<file path="config.mk">
export PLATFORM = sky130hd
export DESIGN_NAME = dpc_arbiter
export DESIGN_NICKNAME = d
export VERILOG_FILES = /design/src/rtl/dpc_pkg.sv /design/src/rtl/dpc_port_track.sv /design/src/rtl/dpc_owner_fsm.sv /design/src/rtl/dpc_read_hold.sv /design/src/rtl/dpc_arbiter.sv
export SDC_FILE = /design/constraint.sdc
export NUM_CORES = 1
export LEC_CHECK = 0
export BUFFER_PORTS_ARGS = -buffer_cell sky130_fd_sc_hd__buf_2
export CORE_MARGIN = 1
export CORE_UTILIZATION = 51
export CTS_CLUSTER_DIAMETER = 40
export CTS_CLUSTER_SIZE = 20
export DETAILED_ROUTE_END_ITERATION = 12
export GPL_ROUTABILITY_DRIVEN = 0
export GPL_TIMING_DRIVEN = 0
export PLACE_DENSITY = 0.77
export SLEW_MARGIN = 25
export SYNTH_ARGS = -nofsm -noshare
export SYNTH_HDL_FRONTEND = slang
export SYNTH_SLANG_ARGS = --single-unit
</file>
<file path="constraint.sdc">
create_clock -name clk -period 3.25 [get_ports clk]
set_input_delay 0.4875 -clock clk [delete_from_list [all_inputs] [get_ports clk]]
set_output_delay 0.4875 -clock clk [all_outputs]
set_load 0.02 [all_outputs]
</file>
<file path="src/rtl/dpc_pkg.sv">
package dpc_pkg;
    localparam int NPORT = 2;
    localparam int PL    = 0;
    localparam int PR    = 1;

    typedef enum logic [1:0] {
        OWN_NONE  = 2'd0,
        OWN_LEFT  = 2'd1,
        OWN_RIGHT = 2'd2
    } owner_e;

    typedef enum logic {
        RD_LIVE = 1'b0,
        RD_HELD = 1'b1
    } rd_state_e;
endpackage

</file>
<file path="src/rtl/dpc_port_track.sv">
module dpc_port_track #(
    parameter int ADDR_W = 10
) (
    input  logic              clk,
    input  logic              rst_n,
    input  logic              ce_n,
    input  logic              rw_n,
    input  logic [ADDR_W-1:0] addr,
    output logic              active,
    output logic              settled,
    output logic              changed
);
    logic              p_act;
    logic              p_rw;
    logic [ADDR_W-1:0] p_addr;

    assign active  = ~ce_n;
    assign settled = p_act & (p_addr == addr);
    assign changed = (p_act != active) | (p_addr != addr) | (p_rw != rw_n);

    always_ff @(posedge clk) begin
        if (!rst_n) begin
            p_act  <= 1'b0;
            p_rw   <= 1'b1;
            p_addr <= '0;
        end else begin
            p_act  <= active;
            p_rw   <= rw_n;
            p_addr <= addr;
        end
    end
endmodule

</file>
<file path="src/rtl/dpc_owner_fsm.sv">
module dpc_owner_fsm
    import dpc_pkg::*;
(
    input  logic clk,
    input  logic rst_n,
    input  logic match,
    input  logic settled_l,
    input  logic settled_r,
    output logic busy_l_n,
    output logic busy_r_n
);
    owner_e state_q;
    owner_e state_d;

    always_comb begin
        state_d = state_q;
        if (!rst_n) begin
            state_d = OWN_NONE;
        end else begin
            unique case (state_q)
                OWN_NONE: begin
                    if (match) begin
                        state_d = (settled_r && !settled_l) ? OWN_RIGHT : OWN_LEFT;
                    end
                end
                OWN_LEFT: begin
                    if (!match) state_d = OWN_NONE;
                end
                OWN_RIGHT: begin
                    if (!match) state_d = OWN_NONE;
                end
                default: state_d = OWN_NONE;
            endcase
        end
    end

    always_ff @(posedge clk) begin
        state_q <= state_d;
    end

    always_comb begin
        busy_l_n = (state_d != OWN_RIGHT);
        busy_r_n = (state_d != OWN_LEFT);
    end
endmodule

</file>
<file path="src/rtl/dpc_read_hold.sv">
module dpc_read_hold
    import dpc_pkg::*;
#(
    parameter int DATA_W = 8
) (
    input  logic              clk,
    input  logic              rst_n,
    input  logic              busy_n,
    input  logic              changed,
    input  logic [DATA_W-1:0] mem_rdata,
    output logic [DATA_W-1:0] rdata
);
    rd_state_e         state_q;
    rd_state_e         state_d;
    logic              busy_seen_q;
    logic [DATA_W-1:0] last_q;

    always_comb begin
        state_d = state_q;
        unique case (state_q)
            RD_LIVE: begin
                if (!busy_n && !busy_seen_q && !changed) state_d = RD_HELD;
            end
            RD_HELD: begin
                if (busy_n || changed) state_d = RD_LIVE;
            end
            default: state_d = RD_LIVE;
        endcase
    end

    always_ff @(posedge clk) begin
        if (!rst_n) begin
            state_q     <= RD_LIVE;
            busy_seen_q <= 1'b0;
            last_q      <= '0;
        end else begin
            state_q     <= state_d;
            busy_seen_q <= ~busy_n;
            last_q      <= rdata;
        end
    end

    always_comb begin
        rdata = (state_d == RD_HELD) ? last_q : mem_rdata;
    end
endmodule

</file>
<file path="src/rtl/dpc_arbiter.sv">
module dpc_arbiter
    import dpc_pkg::*;
#(
    parameter int ADDR_W = 10,
    parameter int DATA_W = 8
) (
    input  logic              clk,
    input  logic              rst_n,
    input  logic              slave_mode,
    input  logic              l_ce_n,
    input  logic              l_rw_n,
    input  logic [ADDR_W-1:0] l_addr,
    input  logic [DATA_W-1:0] l_mem_rdata,
    input  logic              l_busy_in_n,
    input  logic              r_ce_n,
    input  logic              r_rw_n,
    input  logic [ADDR_W-1:0] r_addr,
    input  logic [DATA_W-1:0] r_mem_rdata,
    input  logic              r_busy_in_n,
    output logic              l_busy_n,
    output logic              r_busy_n,
    output logic              l_wr_en,
    output logic              r_wr_en,
    output logic [DATA_W-1:0] l_rdata,
    output logic [DATA_W-1:0] r_rdata
);
    logic [NPORT-1:0]  ce_n_v;
    logic [NPORT-1:0]  rw_n_v;
    logic [NPORT-1:0]  bin_v;
    logic [NPORT-1:0]  act_v;
    logic [NPORT-1:0]  set_v;
    logic [NPORT-1:0]  chg_v;
    logic [NPORT-1:0]  arb_busy_v;
    logic [NPORT-1:0]  busy_v;
    logic [NPORT-1:0]  wr_v;
    logic [ADDR_W-1:0] addr_v [NPORT];
    logic [DATA_W-1:0] mrd_v  [NPORT];
    logic [DATA_W-1:0] rd_v   [NPORT];
    logic              match;
    logic              fsm_bl_n;
    logic              fsm_br_n;

    assign ce_n_v     = {r_ce_n, l_ce_n};
    assign rw_n_v     = {r_rw_n, l_rw_n};
    assign bin_v      = {r_busy_in_n, l_busy_in_n};
    assign addr_v[PL] = l_addr;
    assign addr_v[PR] = r_addr;
    assign mrd_v[PL]  = l_mem_rdata;
    assign mrd_v[PR]  = r_mem_rdata;

    assign match = act_v[PL] & act_v[PR] & (addr_v[PL] == addr_v[PR]);

    dpc_owner_fsm u_owner (
        .clk       (clk),
        .rst_n     (rst_n),
        .match     (match),
        .settled_l (set_v[PL]),
        .settled_r (set_v[PR]),
        .busy_l_n  (fsm_bl_n),
        .busy_r_n  (fsm_br_n)
    );

    assign arb_busy_v = {fsm_br_n, fsm_bl_n};

    for (genvar g = 0; g < NPORT; g++) begin : g_port
        dpc_port_track #(.ADDR_W(ADDR_W)) u_track (
            .clk     (clk),
            .rst_n   (rst_n),
            .ce_n    (ce_n_v[g]),
            .rw_n    (rw_n_v[g]),
            .addr    (addr_v[g]),
            .active  (act_v[g]),
            .settled (set_v[g]),
            .changed (chg_v[g])
        );

        assign busy_v[g] = slave_mode ? bin_v[g] : arb_busy_v[g];
        assign wr_v[g]   = act_v[g] & ~rw_n_v[g] & busy_v[g];

        dpc_read_hold #(.DATA_W(DATA_W)) u_hold (
            .clk       (clk),
            .rst_n     (rst_n),
            .busy_n    (busy_v[g]),
            .changed   (chg_v[g]),
            .mem_rdata (mrd_v[g]),
            .rdata     (rd_v[g])
        );
    end

    assign l_busy_n = busy_v[PL];
    assign r_busy_n = busy_v[PR];
    assign l_wr_en  = wr_v[PL];
    assign r_wr_en  = wr_v[PR];
    assign l_rdata  = rd_v[PL];
    assign r_rdata  = rd_v[PR];
endmodule

</file>
==> impl_summary.md, run 1 <==
STA
The setup violation total in the final timing report is 0. The final count of hold timing violations is 0. The remaining max-slew budget at the tightest pin is between 60% and 70%. The final period utilization is between 90 and 100%. Across all hold checks on the routed design, the worst slack comes to ~390 ps. The final count of pins violating max slew is 0. The smallest clock period supported by the final layout is computed as 3170 ps. In the final timing run, aggregate negative setup slack is 0 ps. The final worst slack is ~77 ps.

The fmax is 315 MHz. Between clock sinks in the finished design, the worst skew comes to between 7 and 8 ps. The actual transition at the worst max-transition pin is between 500 and 600 ps.

Critical path
In this run the worst path has a maximum fanout of 5. The worst endpoint required time is 2760 ps. The signal on the critical path passes through buf_2 -> nor2_1 -> nand4_1 -> nor3_2 -> mux2_2 -> nand3_1 -> o21ai_4 -> buf_8 -> mux2_4 -> buf_2. The kind of critical path is input port to output port. On the critical path the largest part of the delay comes from simple AND/OR/NAND/NOR gates. The buffers plus inverters on the worst setup path is 3.

The arrival time of the worst setup path is between 2000 and 3000 ps. The worst setup path is captured at an output port. The startpoint class of the critical path is an input port. The worst-path cell with the longest stage delay is nor3_2. Among the stages of the critical path, the cell type that occurs most often is buf_2.

The largest stage delay on the critical path is just under 400 ps.

Final layout
The share of post-route cells with drive strength above 1 is between 30 and 40%. The area overhead of the layout relative to synthesis is 33.0%. The library cell used most frequently in the layout, excluding fill and tap cells, is buf_2. In the layout the commonest cells are buf_2, dfxtp_1, nand2_1. The number of nets at the end of the flow is roughly 380. The number of antenna repair diodes is 0.

Floorplanning
For this configuration, the core starts out at a cell density of between 50 and 60%. After floorplanning, the core was divided into 23 placement rows. The x dimension of the die is approximately 69 microns. The height of the die is 68.6 microns. In this run the standard cell core region covers 4140 sq um.

The top-level I/O count is 65. The die area is between 4000 and 5000 sq um.

Yosys
The net count after synthesis is 298. After technology mapping, the gate count stands at approximately 250. Synthesis instantiated 37 different standard cells from the library. The post-synthesis register bit count is 46.

The average footprint of a synthesized cell is about 9.0 sq um. In this run the cell area of the synthesized design comes to roughly 2300 sq um. For this run, the number of Yosys warnings is 0. For this run, the register share of the synthesized area comes to roughly 41%.

CTS
CTS built an H-tree with a depth of 2. The register clock-pin slew on the reported worst setup and hold paths is ~80 ps. The insertion delay to the later sink of the worst-skew pair is 300 ps. The number of sinks handled by clock tree synthesis is between 40 and 50. TritonCTS built the clock tree. Clock tree synthesis inserted a total of 5 buffers. In this run, post-CTS hold repair placed 0 buffers. The clock tree root buffer cell is clkbuf_8. The clock passes through at most 2 buffers.

Global routing
The number of antenna violations at the first check in global routing was 0. The total congestion overflow after global routing is 0. The pin count of the biggest net entering global routing is 15.

The first global-routing pass estimated 7.32 mm of wire. The via count of the first global-routing pass is 1676. In the global route stage, overall resource usage came out at between 20% and 30%.

Routing
The routed wire length per instance is approximately 14 microns. The total via count after detailed routing is 1993. The number of nets with antenna violations after routing is 0. The overall routed net length is around 5.2 mm. The residual DRC count is 0. The starting DRC count in detailed routing is 94.

Using the TritonRoute via totals, the vias-per-cell ratio works out to ~5.2. The first-pass iteration count of the detailed router is 4.

Min path
The worst hold path belongs to the class input port to flip-flop.

Power and ir drop
IR analysis of the VDD net gives a maximum drop of roughly 0.42 mV. In this run the power density over the cells is 405 nW/um^2. For this design the static power due to leakage is around 1.3 nW.

Place
Detailed placement ended at an HPWL of roughly 3.6 mm. Prior to clock tree synthesis, the placed netlist has a worst setup slack of -108 ps. Buffers placed on the I/O ports in this run total 64.

Outcome
The run finished with clean final reports.

Flow run
The max-capacitance violation count is 0.
area by class of cell:
class	count	area (sq um)
plain buffers	7	37.5
clock buffers	5	68.8
clock inverters	3	40.0
fillers	325	1130
inverters	6	22.5
multi-input cells	192	1410
flip-flops and latches	46	921
well taps	50	62.6
repair buffers	72	454
cells by family after synthesis:
family / share of synthesized area [%]
buffers and inverters: 2.65
adders and majority gates: 1.10
xor gates and xnor gates: 13.1
DFF: 40.7
muxes: 9.28
and+or+nand+nor: 26.5
AOI/OAI and AO/OA: 6.63
flip-flops by register name, summed over array words and instances (netlist names):
signal                     cells
u_owner.state_q                2
g_port.u_hold.last_q          16
g_port.u_hold.state_q          2
g_port.u_track.p_act           2
g_port.u_track.p_rw            2
g_port.u_hold.busy_seen_q      2
g_port.u_track.p_addr         20
worst paths after layout:
check | from | endpoint | slack, ps | cells past startpoint
setup / recovery | l_ce_n | r_rdata[3] | 80 | 10
hold / removal | l_ce_n | g_port[0].u_track.p_act | 390 | 2
setup reg to reg | g_port[1].u_track.p_addr[4] | g_port[1].u_hold.last_q[5] | 880 | 10
hold reg to reg | g_port[1].u_hold.last_q[3] | g_port[1].u_hold.last_q[3] | 480 | 2
power by group:
part           total, W  internal [W]  switching (W)
clock network  0.000414      0.000226       0.000187
registers      0.000603      0.000591      0.0000127
logic          0.000202     0.0000931       0.000109
total           0.00122      0.000910       0.000309
synth_stat cells:
cell	number	share of area, %
nor2b_1	1	0.28
a31oi_1	1	0.28
nor4_1	7	1.9
nor4_2	1	0.55
inv_1	6	0.99
buf_1	1	0.17
ha_1	2	1.1
or2b_1	1	0.33
nand2b_1	6	1.7
o2111ai_1	1	0.39
nor4b_1	1	0.39
and2_1	22	6.1
nand4_1	4	1.1
or2_2	1	0.28
o2111a_1	1	0.50
a21oi_1	10	2.2
nor2_1	10	1.7
or4b_1	1	0.44
o21ai_0	9	2.0
mux2i_1	9	4.0
nand3_1	16	3.5
buf_8	1	0.66
nor3b_1	1	0.33
nand2_1	36	6.0
nor3_2	1	0.44
o21ai_4	1	0.72
mux2_4	2	1.3
xor2_1	16	6.2
clkbuf_1	5	0.83
mux2_2	8	4.0
and3_1	1	0.28
xnor2_1	18	7.0
nor4b_2	1	0.66
a211oi_2	1	0.55
nor3_1	1	0.22
dfxtp_1	46	41
and4_1	1	0.39
layer usage:
layer / vias up / routed length (microns) / global-route usage [%]
met4: 0 / 122 / 9.38
met3: 11 / 238 / 3.95
met2: 56 / 2510 / 34.9
li1: 1005 / - / -
met1: 921 / 2310 / 26.8
met5: - / 0 / 0
repair_timing:
action	in CTS	in global routing
pin swaps	2	4
endpoints found under the setup margin	2	19
setup buffers	1	6
gates cloned	0	1
resized for setup	0	35
stage by stage:
stage	cells	cell area, sq um	total power (W)	utilization [%]
after floorplan	251	2260	0.000719	-
after global placement	365	2650	0.000786	63.9
after detailed placement	365	2650	0.000791	63.9
after CTS	374	2780	0.00120	67.0
after global routing	381	3010	0.00126	72.7
final	381	3010	0.00122	72.7
(Power assumes the default switching activity.)
==> run 2: changes to the inputs <==
CORE_ASPECT_RATIO = 1.1   (was unset)
==> run 2 against run 1 <==
- the flow now finishes with violations (negative setup slack)
- largest cell class unchanged
- critical endpoint is now r_rdata[1]
- worst setup slack got worse by 86 ps
- non-clock buffer count stayed put
- via count shrank 1.1%
==> impl_summary.md, run 2 (synthesized netlist as in run 1, its figures left out) <==
Power and ir drop
The power per unit of standard cell area is 385 nW/um^2 (-4.8%). The largest voltage drop on the vdd net is 0.372 mV (-11%). The overall power after layout is 0.00113 W (-7.3%). The leakage power is 1.27 nW (-3.2%).

Critical path
The largest stage delay on the critical path is 560 ps (+170 ps). The biggest fanout along the worst timing path is 5 (unchanged). Walking the worst path, the cells encountered are buf_2 -> xnor2_2 -> nand2_2 -> or4b_4 -> nor4_4 -> or2b_1 -> o21ai_4 -> buf_4 -> mux2_2 -> buf_2.

The arrival time of the worst setup path came to 2770 ps (+80 ps). The kind of critical path is input port to output port. On the critical path the largest part of the delay comes from simple AND/OR/NAND/NOR gates. The buffers plus inverters on the worst setup path is 3 (unchanged).

The kind of end point of the critical path is an output port. The startpoint class of the critical path is an input port. The worst endpoint required time is 2760 ps (about the same). The slowest stage of the critical path belongs to the cell or4b_4.

The critical path's most frequent cell is buf_2.

Flow run
The max-capacitance violation count was 0 (unchanged).

Floorplanning
The standard cell core area is 4290 sq um (+3.4%). The die area is 4710 sq um (about the same). The starting utilization of the core area is 52.8% (-1.8 points). The x dimension of the die is 65.5 microns (-4.5%). The cell row count was 25 (+8.7%). The top-level I/O count is 65 (unchanged).

The height of the die is 71.9 microns (+4.7%).

CTS
The buffer levels on the longest clock path is 2 (unchanged). The insertion delay to the later sink of the worst-skew pair is 300 ps (about the same). The maximum level of the CTS H-tree is 2 (unchanged).

The clock tree root buffer cell is clkbuf_8. TritonCTS built the clock tree. The register clock-pin slew on the reported worst setup and hold paths was 80 ps (about the same). The number of buffers added by the clock tree synthesis step is 5 (unchanged). The number of sinks handled by clock tree synthesis is 46 (unchanged). The hold buffer count at CTS was 0 (unchanged).

Routing
The overall routed net length is 4.86 mm (-6.3%). The average via count per standard cell was 5.13 (-1.9%). The routed wire length per instance is 12.7 microns (-7.0%). The first-pass iteration count of the detailed router was 4 (unchanged). The number of nets with antenna violations after routing is 0 (unchanged). The total via count after detailed routing is 1971 (-1.1%). The starting DRC count in detailed routing was 72 (-23%).

The residual DRC count came to 0 (unchanged).

STA
The final period utilization is 100% (+2.7 points). The actual transition at the worst max-transition pin is 490 ps (-11.9 ps). The final worst slack is -9.17 ps (-86.4 ps). The final count of pins violating max slew is 0 (unchanged). The remaining max-slew budget at the tightest pin is 67.0% (+0.80 points). The setup violation total in the final timing report is 1 (+1).

The time the worst path needs with I/O delays and setup came to 3260 ps (+86.4 ps). The final-layout worst hold slack came to 392 ps (-0.846 ps). The fmax is 307 MHz (-2.6%). Setup repair after global routing could not meet its margin everywhere. The final count of hold timing violations is 0 (unchanged). The clock skew after layout is 6.05 ps (-1.73 ps).

Global routing
The met3 usage is 4.72% (+0.77 points). The global-route usage over all layers came to 21.1% (-0.068 points). The number of antenna violations at the first check in global routing is 0 (unchanged). The via count of the first global-routing pass is 1762 (+5.1%). The busiest layer in global routing is met2.

The met2 track demand over resource in global routing is 35.7% (+0.81 points). The wire length of the first global-routing pass is 7.69 mm (+5.0%). The pin count of the biggest net entering global routing is 14 (-1). The total congestion overflow after global routing came to 0 (unchanged). The global-route track usage on met1 came to 26.7% (-0.075 points).

Place
The HPWL after detailed placement is 3.51 mm (-3.2%). The count of input and output buffers came to 64 (unchanged). The cell count after placement is 369 (+1.1%).

Final layout
Relative to the synthesized area, the layout overhead comes to 29.5%. The number of antenna repair diodes came to 0 (unchanged). The final cell count without fillers is 384 (+0.79%). The top cell types in the final layout, fill and taps aside, are buf_2, dfxtp_1, nand2_1.

The final core area utilization is 68.4% (-4.3 points). The number of nets at the end of the flow was 377 (unchanged). The largest registers in the layout are g_port.u_track.p_addr: 20 flops, g_port.u_hold.last_q: 16 flops. Leaving out fill and tap cells, the most frequent cell in the layout is buf_2.

The share of post-route cells with drive strength above 1 was 33.6% (+0.40 points). The flip-flop count of the largest register after layout came to 20 (unchanged). Counting flops per register, the top entry is g_port.u_track.p_addr.

Outcome
The final reports fail on negative setup slack. The flow ran to the end, but the final reports show violations.

Min path
The type of the worst min-delay path is input port to flip-flop.
-- run 2: power by group --
group | leakage, nW | switching (W) | internal, W | total (W)
sequential | 0.383 | 0.0000120 | 0.000591 | 0.000603
combinational | 0.854 | 0.000107 | 0.0000893 | 0.000196
clock | 0.0373 | 0.000183 | 0.000148 | 0.000330
-- run 2: repair_timing --
| action | CTS | global route |
|---|---|---|
| endpoints found under the hold margin | 0 | 0 |
| pin swaps | 2 | 7 |
| endpoints found under the setup margin | 2 | 16 |
| cloned | 0 | 0 |
| setup buffers | 4 | 4 |
| resized for setup | 0 | 27 |
-- run 2: layout make-up --
cell class	count	area [sq um]
Fill cell	368	1350
Buffer	7	37.5
Tap cell	54	67.6
Multi-Input combinational cell	192	1400
Inverter	6	22.5
Timing Repair Buffer	72	407
Clock inverter	1	7.51
Clock buffer	6	72.6
Sequential cell	46	923
-- run 2: path summary, 6_finish.rpt --
kind / startpoint / end / slack [ps] / depth (start not counted)
min reg2reg: g_port[1].u_hold.last_q[3] / g_port[1].u_hold.last_q[3] / 480 / 2
max reg2reg: g_port[1].u_track.p_addr[7] / g_port[1].u_hold.last_q[4] / 850 / 9
min: l_ce_n / g_port[0].u_track.p_act / 390 / 2
max: r_addr[7] / r_rdata[1] / -9 / 10
-- run 2: metal layers --
layer	wire length, microns	share of wire, %
met1	2170	45
met2	2430	50
met3	207	4.3
met4	59	1.2
met5	0	0
-- run 2: through the flow --
stage / TNS, ps / setup slack, ps / cell area, sq um
5_1_grt: -457 / -84.2 / 2930
2_1_floorplan: 0 / 0.144 / 2260
4_1_cts: 0 / 0.600 / 2760
3_5_place_dp: -170 / -87.8 / 2650
3_3_place_gp: -144 / -72.2 / 2650
6_report: -9.17 / -9.17 / 2930
-- run 2: worst register-to-register path, cell delays in order (launching register included) --
cell     delay (ps)
dfxtp_1         350
xnor2_2         120
nand2_2          90
or4b_4          560
nor4_4          270
or2b_1          300
o21ai_4         130
buf_8           150
buf_4           170
mux2i_1         190
